--- src/rtl/cmac_pkg.sv ---
// Shared definitions for the dual-lane complex multiply-accumulate unit.
// Assumes: opcode values are part of the port contract and must not be reordered.
package cmac_pkg;

    // Per-lane operation code carried with every issued operation.
    typedef enum logic [1:0] {
        OPC_LOAD = 2'b00,   // clear selected accumulator, load combined value
        OPC_ADD  = 2'b01,   // accumulator += combined value
        OPC_SUB  = 2'b10,   // accumulator -= combined value
        OPC_READ = 2'b11    // no update, read out only
    } opc_e;

endpackage

--- src/rtl/cmac_mult_stage.sv ---
// First pipeline stage of a lane: two signed multiplications, registered
// together with the control that travels alongside them.
// Assumes: operands are signed two's complement; control is captured only on issue.
module cmac_mult_stage #(
    parameter int IN_W = 16,
    parameter int SHW  = 6,
    localparam int PROD_W = 2 * IN_W
) (
    input  logic                     clk,
    input  logic                     rst_n,
    input  logic                     issue,
    input  logic signed [IN_W-1:0]   x0,
    input  logic signed [IN_W-1:0]   y0,
    input  logic signed [IN_W-1:0]   x1,
    input  logic signed [IN_W-1:0]   y1,
    input  logic                     sub_in,
    input  cmac_pkg::opc_e           op_in,
    input  logic                     sel_in,
    input  logic [SHW-1:0]           shamt_in,
    output logic signed [PROD_W-1:0] p0,
    output logic signed [PROD_W-1:0] p1,
    output logic                     sub_q,
    output cmac_pkg::opc_e           op_q,
    output logic                     sel_q,
    output logic [SHW-1:0]           shamt_q
);

    // Capture both products and the operation's control on issue.
    always_ff @(posedge clk) begin
        if (!rst_n) begin
            p0      <= '0;
            p1      <= '0;
            sub_q   <= 1'b0;
            op_q    <= cmac_pkg::OPC_READ;
            sel_q   <= 1'b0;
            shamt_q <= '0;
        end else if (issue) begin
            p0      <= x0 * y0;
            p1      <= x1 * y1;
            sub_q   <= sub_in;
            op_q    <= op_in;
            sel_q   <= sel_in;
            shamt_q <= shamt_in;
        end
    end

endmodule

--- src/rtl/cmac_sat_shift.sv ---
// Combinational readout path: arithmetic right shift of an accumulator
// value followed by clamping to a signed OUT_W-bit range.
// Assumes: ACC_W > OUT_W; shift amounts beyond ACC_W-1 give pure sign fill.
module cmac_sat_shift #(
    parameter int ACC_W = 40,
    parameter int OUT_W = 16,
    parameter int SHW   = 6
) (
    input  logic signed [ACC_W-1:0] val,
    input  logic [SHW-1:0]          shamt,
    output logic [OUT_W-1:0]        res
);

    localparam logic signed [ACC_W-1:0] HI_LIM =
        {{(ACC_W-OUT_W+1){1'b0}}, {(OUT_W-1){1'b1}}};
    localparam logic signed [ACC_W-1:0] LO_LIM =
        {{(ACC_W-OUT_W+1){1'b1}}, {(OUT_W-1){1'b0}}};

    logic signed [ACC_W-1:0] shifted;

    // Shift, then clamp anything outside the signed output range.
    always_comb begin
        shifted = val >>> shamt;
        if (shifted > HI_LIM)
            res = HI_LIM[OUT_W-1:0];
        else if (shifted < LO_LIM)
            res = LO_LIM[OUT_W-1:0];
        else
            res = shifted[OUT_W-1:0];
    end

endmodule

--- src/rtl/cmac_acc_bank.sv ---
// Second pipeline stage of a lane: combines the two products, updates the
// selected accumulator in place, and registers the saturated view of the
// accumulator after the operation.
// Assumes: source and destination accumulator are always the same one;
// arithmetic inside the accumulator wraps modulo 2**ACC_W.
module cmac_acc_bank #(
    parameter int IN_W  = 16,
    parameter int ACC_W = 40,
    parameter int SHW   = 6,
    parameter int N_ACC = 2,
    localparam int PROD_W = 2 * IN_W,
    localparam int SUM_W  = PROD_W + 1,
    localparam int SELW   = (N_ACC > 1) ? $clog2(N_ACC) : 1
) (
    input  logic                     clk,
    input  logic                     rst_n,
    input  logic                     vld,
    input  logic signed [PROD_W-1:0] p0,
    input  logic signed [PROD_W-1:0] p1,
    input  logic                     sub,
    input  cmac_pkg::opc_e           op,
    input  logic [SELW-1:0]          sel,
    input  logic [SHW-1:0]           shamt,
    output logic [IN_W-1:0]          res
);

    logic signed [ACC_W-1:0] acc_q [N_ACC];
    logic signed [SUM_W-1:0] comb_val;
    logic signed [ACC_W-1:0] comb_ext;
    logic signed [ACC_W-1:0] cur_val;
    logic signed [ACC_W-1:0] nxt_val;
    logic [IN_W-1:0]         sat_val;

    // Product combination and next accumulator value for the chosen opcode.
    always_comb begin
        comb_val = sub ? (SUM_W'(p0) - SUM_W'(p1)) : (SUM_W'(p0) + SUM_W'(p1));
        comb_ext = {{(ACC_W-SUM_W){comb_val[SUM_W-1]}}, comb_val};
        cur_val  = acc_q[sel];
        unique case (op)
            cmac_pkg::OPC_LOAD: nxt_val = comb_ext;
            cmac_pkg::OPC_ADD:  nxt_val = cur_val + comb_ext;
            cmac_pkg::OPC_SUB:  nxt_val = cur_val - comb_ext;
            default:            nxt_val = cur_val;
        endcase
    end

    // One register per accumulator, written only when selected and not reading.
    for (genvar g = 0; g < N_ACC; g++) begin : g_acc
        always_ff @(posedge clk) begin
            if (!rst_n)
                acc_q[g] <= '0;
            else if (vld && (op != cmac_pkg::OPC_READ) && (sel == SELW'(g)))
                acc_q[g] <= nxt_val;
        end
    end

    cmac_sat_shift #(
        .ACC_W (ACC_W),
        .OUT_W (IN_W),
        .SHW   (SHW)
    ) u_sat (
        .val   (nxt_val),
        .shamt (shamt),
        .res   (sat_val)
    );

    // Hold the saturated post-operation view until the next valid operation.
    always_ff @(posedge clk) begin
        if (!rst_n)
            res <= '0;
        else if (vld)
            res <= sat_val;
    end

endmodule

--- src/rtl/cmac_lane.sv ---
// One arithmetic lane: multiply stage followed by accumulate/readout stage.
// Assumes: the caller routes operand halves so this lane sees the pairs it
// must multiply, and supplies the stage-1 valid flag.
module cmac_lane #(
    parameter int IN_W  = 16,
    parameter int ACC_W = 40,
    parameter int SHW   = 6
) (
    input  logic                   clk,
    input  logic                   rst_n,
    input  logic                   issue,
    input  logic                   s1_vld,
    input  logic signed [IN_W-1:0] x0,
    input  logic signed [IN_W-1:0] y0,
    input  logic signed [IN_W-1:0] x1,
    input  logic signed [IN_W-1:0] y1,
    input  logic                   sub,
    input  logic [1:0]             op,
    input  logic                   sel,
    input  logic [SHW-1:0]         shamt,
    output logic [IN_W-1:0]        res
);

    localparam int PROD_W = 2 * IN_W;

    logic signed [PROD_W-1:0] p0_q, p1_q;
    logic                     sub_q, sel_q;
    cmac_pkg::opc_e           op_q;
    logic [SHW-1:0]           shamt_q;

    cmac_mult_stage #(
        .IN_W (IN_W),
        .SHW  (SHW)
    ) u_mul (
        .clk      (clk),
        .rst_n    (rst_n),
        .issue    (issue),
        .x0       (x0),
        .y0       (y0),
        .x1       (x1),
        .y1       (y1),
        .sub_in   (sub),
        .op_in    (cmac_pkg::opc_e'(op)),
        .sel_in   (sel),
        .shamt_in (shamt),
        .p0       (p0_q),
        .p1       (p1_q),
        .sub_q    (sub_q),
        .op_q     (op_q),
        .sel_q    (sel_q),
        .shamt_q  (shamt_q)
    );

    cmac_acc_bank #(
        .IN_W  (IN_W),
        .ACC_W (ACC_W),
        .SHW   (SHW),
        .N_ACC (2)
    ) u_acc (
        .clk   (clk),
        .rst_n (rst_n),
        .vld   (s1_vld),
        .p0    (p0_q),
        .p1    (p1_q),
        .sub   (sub_q),
        .op    (op_q),
        .sel   (sel_q),
        .shamt (shamt_q),
        .res   (res)
    );

endmodule

--- src/rtl/cmac_pair.sv ---
// Dual-lane complex multiply-accumulate unit. Lane 0 produces the real part
// and lane 1 the imaginary part, so one complex (or conjugate) product
// completes per cycle. Results appear two cycles after issue.
// Assumes: operand words are {imag, real}; per-lane opcode and accumulator
// select are independent; one shift amount serves both lanes.
module cmac_pair #(
    parameter int IN_W  = 16,
    parameter int ACC_W = 40,
    parameter int SHW   = $clog2(ACC_W),
    localparam int WORD_W = 2 * IN_W,
    localparam int N_LANE = 2
) (
    input  logic              clk,
    input  logic              rst_n,
    input  logic              issue,
    input  logic              conj,
    input  logic [1:0]        op_re,
    input  logic              sel_re,
    input  logic [1:0]        op_im,
    input  logic              sel_im,
    input  logic [SHW-1:0]    shamt,
    input  logic [WORD_W-1:0] a,
    input  logic [WORD_W-1:0] b,
    output logic              res_valid,
    output logic [IN_W-1:0]   res_re,
    output logic [IN_W-1:0]   res_im
);

    logic signed [IN_W-1:0] a_re, a_im, b_re, b_im;
    logic                   s1_vld_q, s2_vld_q;
    logic [IN_W-1:0]        lane_res [N_LANE];

    assign a_re = a[IN_W-1:0];
    assign a_im = a[WORD_W-1:IN_W];
    assign b_re = b[IN_W-1:0];
    assign b_im = b[WORD_W-1:IN_W];

    // Valid flag travels alongside the two datapath stages.
    always_ff @(posedge clk) begin
        if (!rst_n) begin
            s1_vld_q <= 1'b0;
            s2_vld_q <= 1'b0;
        end else begin
            s1_vld_q <= issue;
            s2_vld_q <= s1_vld_q;
        end
    end

    for (genvar g = 0; g < N_LANE; g++) begin : g_lane
        logic signed [IN_W-1:0] x0, y0, x1, y1;
        logic                   sub;
        logic [1:0]             op;
        logic                   sel;

        if (g == 0) begin : g_real
            // Real part: ar*br -+ ai*bi, subtract unless conjugating.
            assign x0  = a_re;
            assign y0  = b_re;
            assign x1  = a_im;
            assign y1  = b_im;
            assign sub = ~conj;
            assign op  = op_re;
            assign sel = sel_re;
        end else begin : g_imag
            // Imaginary part: ar*bi +- ai*br, subtract only when conjugating.
            assign x0  = a_re;
            assign y0  = b_im;
            assign x1  = a_im;
            assign y1  = b_re;
            assign sub = conj;
            assign op  = op_im;
            assign sel = sel_im;
        end

        cmac_lane #(
            .IN_W  (IN_W),
            .ACC_W (ACC_W),
            .SHW   (SHW)
        ) u_lane (
            .clk    (clk),
            .rst_n  (rst_n),
            .issue  (issue),
            .s1_vld (s1_vld_q),
            .x0     (x0),
            .y0     (y0),
            .x1     (x1),
            .y1     (y1),
            .sub    (sub),
            .op     (op),
            .sel    (sel),
            .shamt  (shamt),
            .res    (lane_res[g])
        );
    end

    assign res_valid = s2_vld_q;
    assign res_re    = lane_res[0];
    assign res_im    = lane_res[1];

endmodule

--- config.mk ---
export PLATFORM = sky130hd
export DESIGN_NAME = cmac_pair
export DESIGN_NICKNAME = d
export VERILOG_FILES = /design/src/rtl/cmac_pkg.sv /design/src/rtl/cmac_mult_stage.sv /design/src/rtl/cmac_sat_shift.sv /design/src/rtl/cmac_acc_bank.sv /design/src/rtl/cmac_lane.sv /design/src/rtl/cmac_pair.sv
export SDC_FILE = /design/constraint.sdc
export NUM_CORES = 2
export LEC_CHECK = 0
export ABC_AREA = 1
export BUFFER_PORTS_ARGS = -buffer_cell sky130_fd_sc_hd__buf_2
export CORE_ASPECT_RATIO = 0.7
export CORE_MARGIN = 5
export CORE_UTILIZATION = 50
export CTS_CLUSTER_DIAMETER = 30
export DETAILED_ROUTE_END_ITERATION = 16
export GPL_ROUTABILITY_DRIVEN = 0
export PLACE_DENSITY = 0.66
export SYNTH_ARGS = -nofsm -noshare
export SYNTH_HDL_FRONTEND = slang
export SYNTH_SLANG_ARGS = --single-unit
--- constraint.sdc ---
create_clock -name clk -period 14.42 [get_ports clk]
set_input_delay 2.884 -clock clk [delete_from_list [all_inputs] [get_ports clk]]
set_output_delay 2.884 -clock clk [all_outputs]
set_load 0.02 [all_outputs]
Yosys cells after proc, flatten, opt, wreduce, memory -nomap -nowiden:

Memory sizes are Yosys's and may differ from the RTL's. A register that Yosys moved wholly into a read port is not among the register bits.
Cells that the tools add are included.

* register bits: 176
* latch bits: 0
* memory bits (writable): 160
* bits in read-only memories: 0
* input port bits: 80
* output and inout port bits: 33
* word-level logic and storage cells: 85
* memories: 2

Memories
* g_lane[0].u_lane.u_acc.acc_q: words 2, width 40, rd ports 1, clocked after memory_dff 1, write ports 2, RTL line cmac_acc_bank.sv:27 `logic signed [ACC_W-1:0] acc_q [N_ACC];`
* g_lane[1].u_lane.u_acc.acc_q: words 2, width 40, rd ports 1, clocked after memory_dff 1, write ports 2, RTL line cmac_acc_bank.sv:27

* add/sub/neg operators: 8
* $mul: 4
* divide/modulo/power cells: 0
* magnitude comparators: 4
* eq/ne operators: 6
* shift operators: 2
* mux-type cells: 29
* bitwise gates (word level): 7
* reductions and logical operators: 8

Operators by type and width (number)
* one-hot mux 40 bit (3 select lines): 2
* two-way mux 40 bit: 4
* multiplier 16 x 16 -> 32 bit: 4
* adder 40 x 33 -> 40 bit: 2
* greater-than comparator 40 x 16 -> 1 bit, second input constant: 2
* < comparator 40 x 16 -> 1 bit, second input constant: 2
* >>> shifter 40 x 6 -> 40 bit: 2
* subtractor 40 x 33 -> 40 bit: 2
* adder 32 x 32 -> 33 bit: 2
* two-way mux 33 bit: 2
* subtractor 32 x 32 -> 33 bit: 2
* two-way mux 16 bit: 4
* two-way mux 1 bit: 17
* logical AND 1 bit: 6
* equality test 2 x 1 -> 1 bit, second input constant: 2
* equality test 2 bit, second input constant: 2
* logical NOT 2 bit: 2
* != test 2 bit, second input constant: 2
* OR 1 bit: 4
* NOT 1 bit: 3

Depth between registers and ports, before layout:

* depth in word-level cells: 8
* gate-level depth with buffers: 68
* depth with buffers taken out: 67

By module:

From an unflattened synthesis, not the netlist that was laid out.

* cell total of the unflattened synthesis: 11431
* area, all modules: 76359.5 µm²

Modules (own cells, without submodules)
* cmac_mult_stage (g_lane[0].u_lane.u_mul): times used 1, cells each 3343, area an instance 24462.2 µm², seq. area each 1481.4 µm²
* cmac_mult_stage (g_lane[1].u_lane.u_mul): times used 1, cells each 3311, area an instance 24309.6 µm², seq. area each 1481.4 µm²
* cmac_acc_bank: times used 2, cells each 1845, area an instance 11195.7 µm², seq. area each 2722.6 µm²
* cmac_sat_shift: times used 2, cells each 540, area an instance 2568.7 µm², seq. area each 0.0 µm²
* cmac_pair: times used 1, cells each 7, area an instance 58.8 µm², seq. area each 40.0 µm²

Least setup slack after synthesis:

No wires, ideal clock.

* path type: input -> register
* start: input b[1]
* end: register g_lane[0].u_lane.u_mul.p0[31]
* setup time: 0.115 ns
* arrival time: 8.722 ns
* required time: 14.305 ns
* path slack: 5.582 ns
* stages on the path: 31
* path buffers: 1
* path through: clkbuf_1 -> nand2_1 -> fa_1 -> inv_1 -> fa_1 -> inv_1 -> fa_1 -> fa_1 -> inv_1 -> fa_1 -> inv_1 -> fa_1 -> inv_1 -> ha_1 -> a21o_1 -> a21oi_1 -> o21bai_1 -> a41oi_1 -> o21ai_0 -> inv_1 -> o21ai_0 -> nand3_1 -> nand2_1 -> nand3_1 -> nand2_1 -> a21oi_1 -> nor2_1 -> nor2_1 -> xnor2_1 -> o21ai_0 -> inv_1

* longest elaborated chain between the ends: 1

RTL lines
* from (decl): RTL line cmac_pair.sv:23 `input logic [WORD_W-1:0] b,`
* multiplier 16 x 16 -> 32 bit: RTL line cmac_mult_stage.sv:38 `p0 <= x0 * y0;`
* to (signal assigned): RTL line cmac_mult_stage.sv:38
* to (decl): RTL line cmac_mult_stage.sv:20 `output logic signed [PROD_W-1:0] p0,`

No other way between the ends.
A chain may end at the register's enable or synchronous reset.

Worst setup path after layout:

* start: register g_lane[0].u_lane.u_mul.p1[0]
* end: register g_lane[0].u_lane.u_acc.res[3]

* longest elaborated chain between the ends: 8
* elaborated cells between the ends (all ways): 11
* classes of those cells: add/sub: 4; order compare: 2; shift: 1; mux: 4

RTL lines
* from (decl): RTL line cmac_mult_stage.sv:21 `output logic signed [PROD_W-1:0] p1,`
* from (signal assigned): RTL line cmac_mult_stage.sv:39 `p1 <= x1 * y1;`
* adder 32 x 32 -> 33 bit or subtractor 32 x 32 -> 33 bit (tied branches): RTL line cmac_acc_bank.sv:36 `comb_val = sub ? (SUM_W'(p0) - SUM_W'(p1)) : (SUM_W'(p0) + SUM_W'(p1));`
* two-way mux 33 bit *: RTL line cmac_acc_bank.sv:36
* subtractor 40 x 33 -> 40 bit or adder 40 x 33 -> 40 bit (tied branches): RTL line cmac_acc_bank.sv:42, cmac_acc_bank.sv:41
* one-hot mux 40 bit (3 select lines) *: RTL line cmac_acc_bank.sv:39 `unique case (op)`
* >>> shifter 40 x 6 -> 40 bit *: RTL line cmac_sat_shift.sv:23 `shifted = val >>> shamt;`
* < comparator 40 x 16 -> 1 bit: RTL line cmac_sat_shift.sv:26 `else if (shifted < LO_LIM)`
* two-way mux 16 bit: RTL line cmac_sat_shift.sv:26
* two-way mux 16 bit *: RTL line cmac_sat_shift.sv:24 `if (shifted > HI_LIM)`
* to (signal assigned): RTL line cmac_acc_bank.sv:72 `res <= sat_val;`
* to (decl): RTL line cmac_acc_bank.sv:24 `output logic [IN_W-1:0] res`

Mark *: on every way between the ends. The rest lies on a longest branch, timed or not.

==> summary.md <==
| Metric | Value |
|---|---|
| Post_cts resized | `0` |
| Syn Area/Cell | `7.13 um^2` |
| Cells after Synth | `10,007` |
| Synth-to-layout area growth | `6.08%` |
| Worst-Skew Late Latency | `between 0.6 and 0.7 ns` |
| Count of state elements after synthesis | `around 340` |
| Cell taking the most area after synthesis | `fa_1` |
| DRT antenna net count | `0` |
| Vias | `63,857` |
| H-tree levels | `3` |
| Most common cell in the netlist | `nand2_1` |
| # DRC | `0` |
| Via density | `about 5.4` |
| Filler Cells Inserted | `13,785` |
| Top cells by area, synth | `fa_1, nand2_1, inv_1, ha_1, edfxtp_1` |
| Number of flops mapped to enable cells by yosys | `160` |
| Detailed Routing Iterations Pass 1 | `8` |
| Crit-path slowest cell | `o41ai_1` |
| FMAX | `between 0.09 and 0.1 GHz` |
| Clk buf depth | `3` |
| First-pass GRT wire length | `around 350,000 um` |
| R2R Setup Slk | `4.09 ns` |
| Setup ws final | `approximately 4.1 ns` |
| WL final | `about 220,000 um` |
| Die area | `about 0.15 mm^2` |
| Final TNS setup | `0 ns` |
| GRT Util Overall | `0.292` |
| Fin crit period | `between 10 and 15 ns` |
| Die height | `326 um` |
| Crit path DAT | `around 11 ns` |
| TritonCTS Sinks | `around 340` |
| Seq/Total Area, Yosys | `0.117` |
| Die width | `between 400 and 500 um` |
| CTS tree | `done` |
| Final #Nets | `11,446` |
| Initial antenna violation count | `12` |
| Drt wl/cell | `between 15 and 20 um` |
| Worst slew margin | `0.227` |
| Core Area | `~0.14 mm^2` |
| Multi-input gate area | `around 0.053 mm^2` |
| Startpoint types | `register` |
| Post-CTS Setup Inserts | `0` |
| Worst Setup Slack post-DPL | `4.26 ns` |
| Most frequent CP cell | `nand2_1` |
| DP Wirelength | `around 170,000 um` |
| Outcome | `completed` |
| Vias in the first global route | `62,897` |
| Worst slew pin tran | `approximately 1.2 ns` |
| Layout cells sized above 1 | `0.0476` |
| I/O pin count | `about 110` |
| Clock skew | `0.0325 ns` |
| Fraction of registers with async set/reset | `0` |
| CTS Hold Bufs | `0` |
| CP Class | `register to register` |
| Max Cap Viol | `0` |
| Synth unique cells | `69` |
| Share of the synthesized area in the top cell type | `0.295` |
| Most frequent cells after synthesis | `nand2_1, inv_1, fa_1, nor2_1, o21ai_0` |
| Hold_ws | `roughly 0.47 ns` |
| Clock Tree Root | `clkbuf_16` |
| Hold Fails Final Rpt | `0` |
| Iter 0 DRT Violations | `slightly above 7,000` |
| RSZ-0062 raised after global routing | `false` |
| Mapped cell area | `between 0.07 and 0.08 mm^2` |
| Period utilization | `0.716` |
| Reg area | `~0.0084 mm^2` |
| Total grt overflow | `0` |
| Mapped Nets | `11,619` |
| # rows | `~120` |
| CP endpoint kind | `register` |
| Worst-path clk slew | `approximately 0.050 ns` |
| Largest stage delay, worst path | `just over 0.9 ns` |
| Core Util, Final | `0.531` |
| Final setup viols | `0` |
| Pin count of the biggest net entering global routing | `137` |
| Port buffer count | `~110` |
| Yosys warns | `0` |
| Worst Hold Class | `register to register` |
| CTS buffer count | `between 70 and 80` |
| CP max FO | `15` |
| CP Data Required Time | `about 15 ns` |
| Final Slew Violations | `0` |
| Top FF cell, synth | `dfxtp_1` |
| Starting Density | `0.501` |
==> routing by layer <==
metal	vias to the layer above	part of all wire	GRT usage
met5	-	0.00014	0
met4	4	0.020	0.0582
met3	287	0.12	0.0773
met2	3057	0.40	0.411
met1	30454	0.46	0.449
li1	30055	-	-
==> kinds of logic (layout without fill, tap and decap cells) <==
| family | after synthesis | in the layout | synth area share |
|---|---|---|---|
| other | 0 | 7 | 0 |
| multiplexers | 12 | 12 | 0.00168 |
| XOR/XNOR | 304 | 304 | 0.0377 |
| AO/OA/AOI/OAI | 1254 | 1254 | 0.0983 |
| flip-flops | 338 | 338 | 0.117 |
| buffers and inverters | 2674 | 2556 | 0.142 |
| adder cells (fa/ha/maj) | 1532 | 1532 | 0.379 |
| AND/OR/NAND/NOR | 3893 | 3893 | 0.224 |
==> path summary, 6_finish.rpt <==
check,cells after the start,end,start
max,54,g_lane[0].u_lane.u_acc.res[3],g_lane[0].u_lane.u_mul.p1[0]
min,2,g_lane[1].u_lane.u_mul.p0[0],g_lane[1].u_lane.u_mul.p0[0]
max reg2reg,54,g_lane[0].u_lane.u_acc.res[3],g_lane[0].u_lane.u_mul.p1[0]
min reg2reg,2,g_lane[1].u_lane.u_mul.p0[0],g_lane[1].u_lane.u_mul.p0[0]
==> critical path: cells and delay by family, from the launching register on <==
family	cells	cell delay, ns
AND/OR/NAND/NOR	38	5.91
buffers and inverters	4	0.29
multiplexers	1	0.23
AO/OA/AOI/OAI	7	2.15
flip-flops	1	0.33
XOR/XNOR	2	0.44
adder cells (fa/ha/maj)	2	0.81
==> metrics by stage <==
stage / instance area [um^2] / instances
after floorplan: 71300 / 10007
after global placement: 73100 / 11648
after detailed placement: 73100 / 11648
after CTS: 75700 / 11777
after global routing: 75700 / 11782
final: 75700 / 11784
==> state kept, by name (all words and copies together) (netlist names), named ones only <==
| signal | count |
|---|---|
| g_lane.u_lane.u_mul.p1 | 64 |
| g_lane.u_lane.u_mul.op_q | 4 |
| res_valid | 1 |
| g_lane.u_lane.u_acc.res | 32 |
| s1_vld_q | 1 |
| g_lane.u_lane.u_mul.sub_q | 2 |
| g_lane.u_lane.u_mul.sel_q | 2 |
| g_lane.u_lane.u_mul.p0 | 64 |
| g_lane.u_lane.u_acc.acc_q | 160 |
| g_lane.u_lane.u_mul.shamt_q | 6 |
==> cell type report <==
| cell class | count | area share |
|---|---|---|
| Tap cell | 1888 | 0.0312 |
| Clock inverter | 46 | 0.00742 |
| Multi-Input combinational cell | 6995 | 0.699 |
| Timing Repair Buffer | 164 | 0.0126 |
| Antenna cell | 7 | 0.000231 |
| Clock buffer | 83 | 0.0261 |
| Inverter | 2263 | 0.112 |
| Sequential cell | 338 | 0.111 |
==> placed cells by master, fill, tap and decap left out, drive strengths merged, types with 47 or more instances in the layout <==
cell / count
nand3: 463
edfxtp: 160
xnor2: 81
a21oi: 502
fa: 1052
nand4: 47
ha: 480
clkbuf: 83
nor3: 57
buf: 164
nor2: 705
dfxtp: 178
o21ai: 510
xor2: 223
nand2: 2535
inv: 2276
o211ai: 58
Power is not shown: default switching activity piles up to over one toggle a cycle in this logic, so the estimate is an artifact.
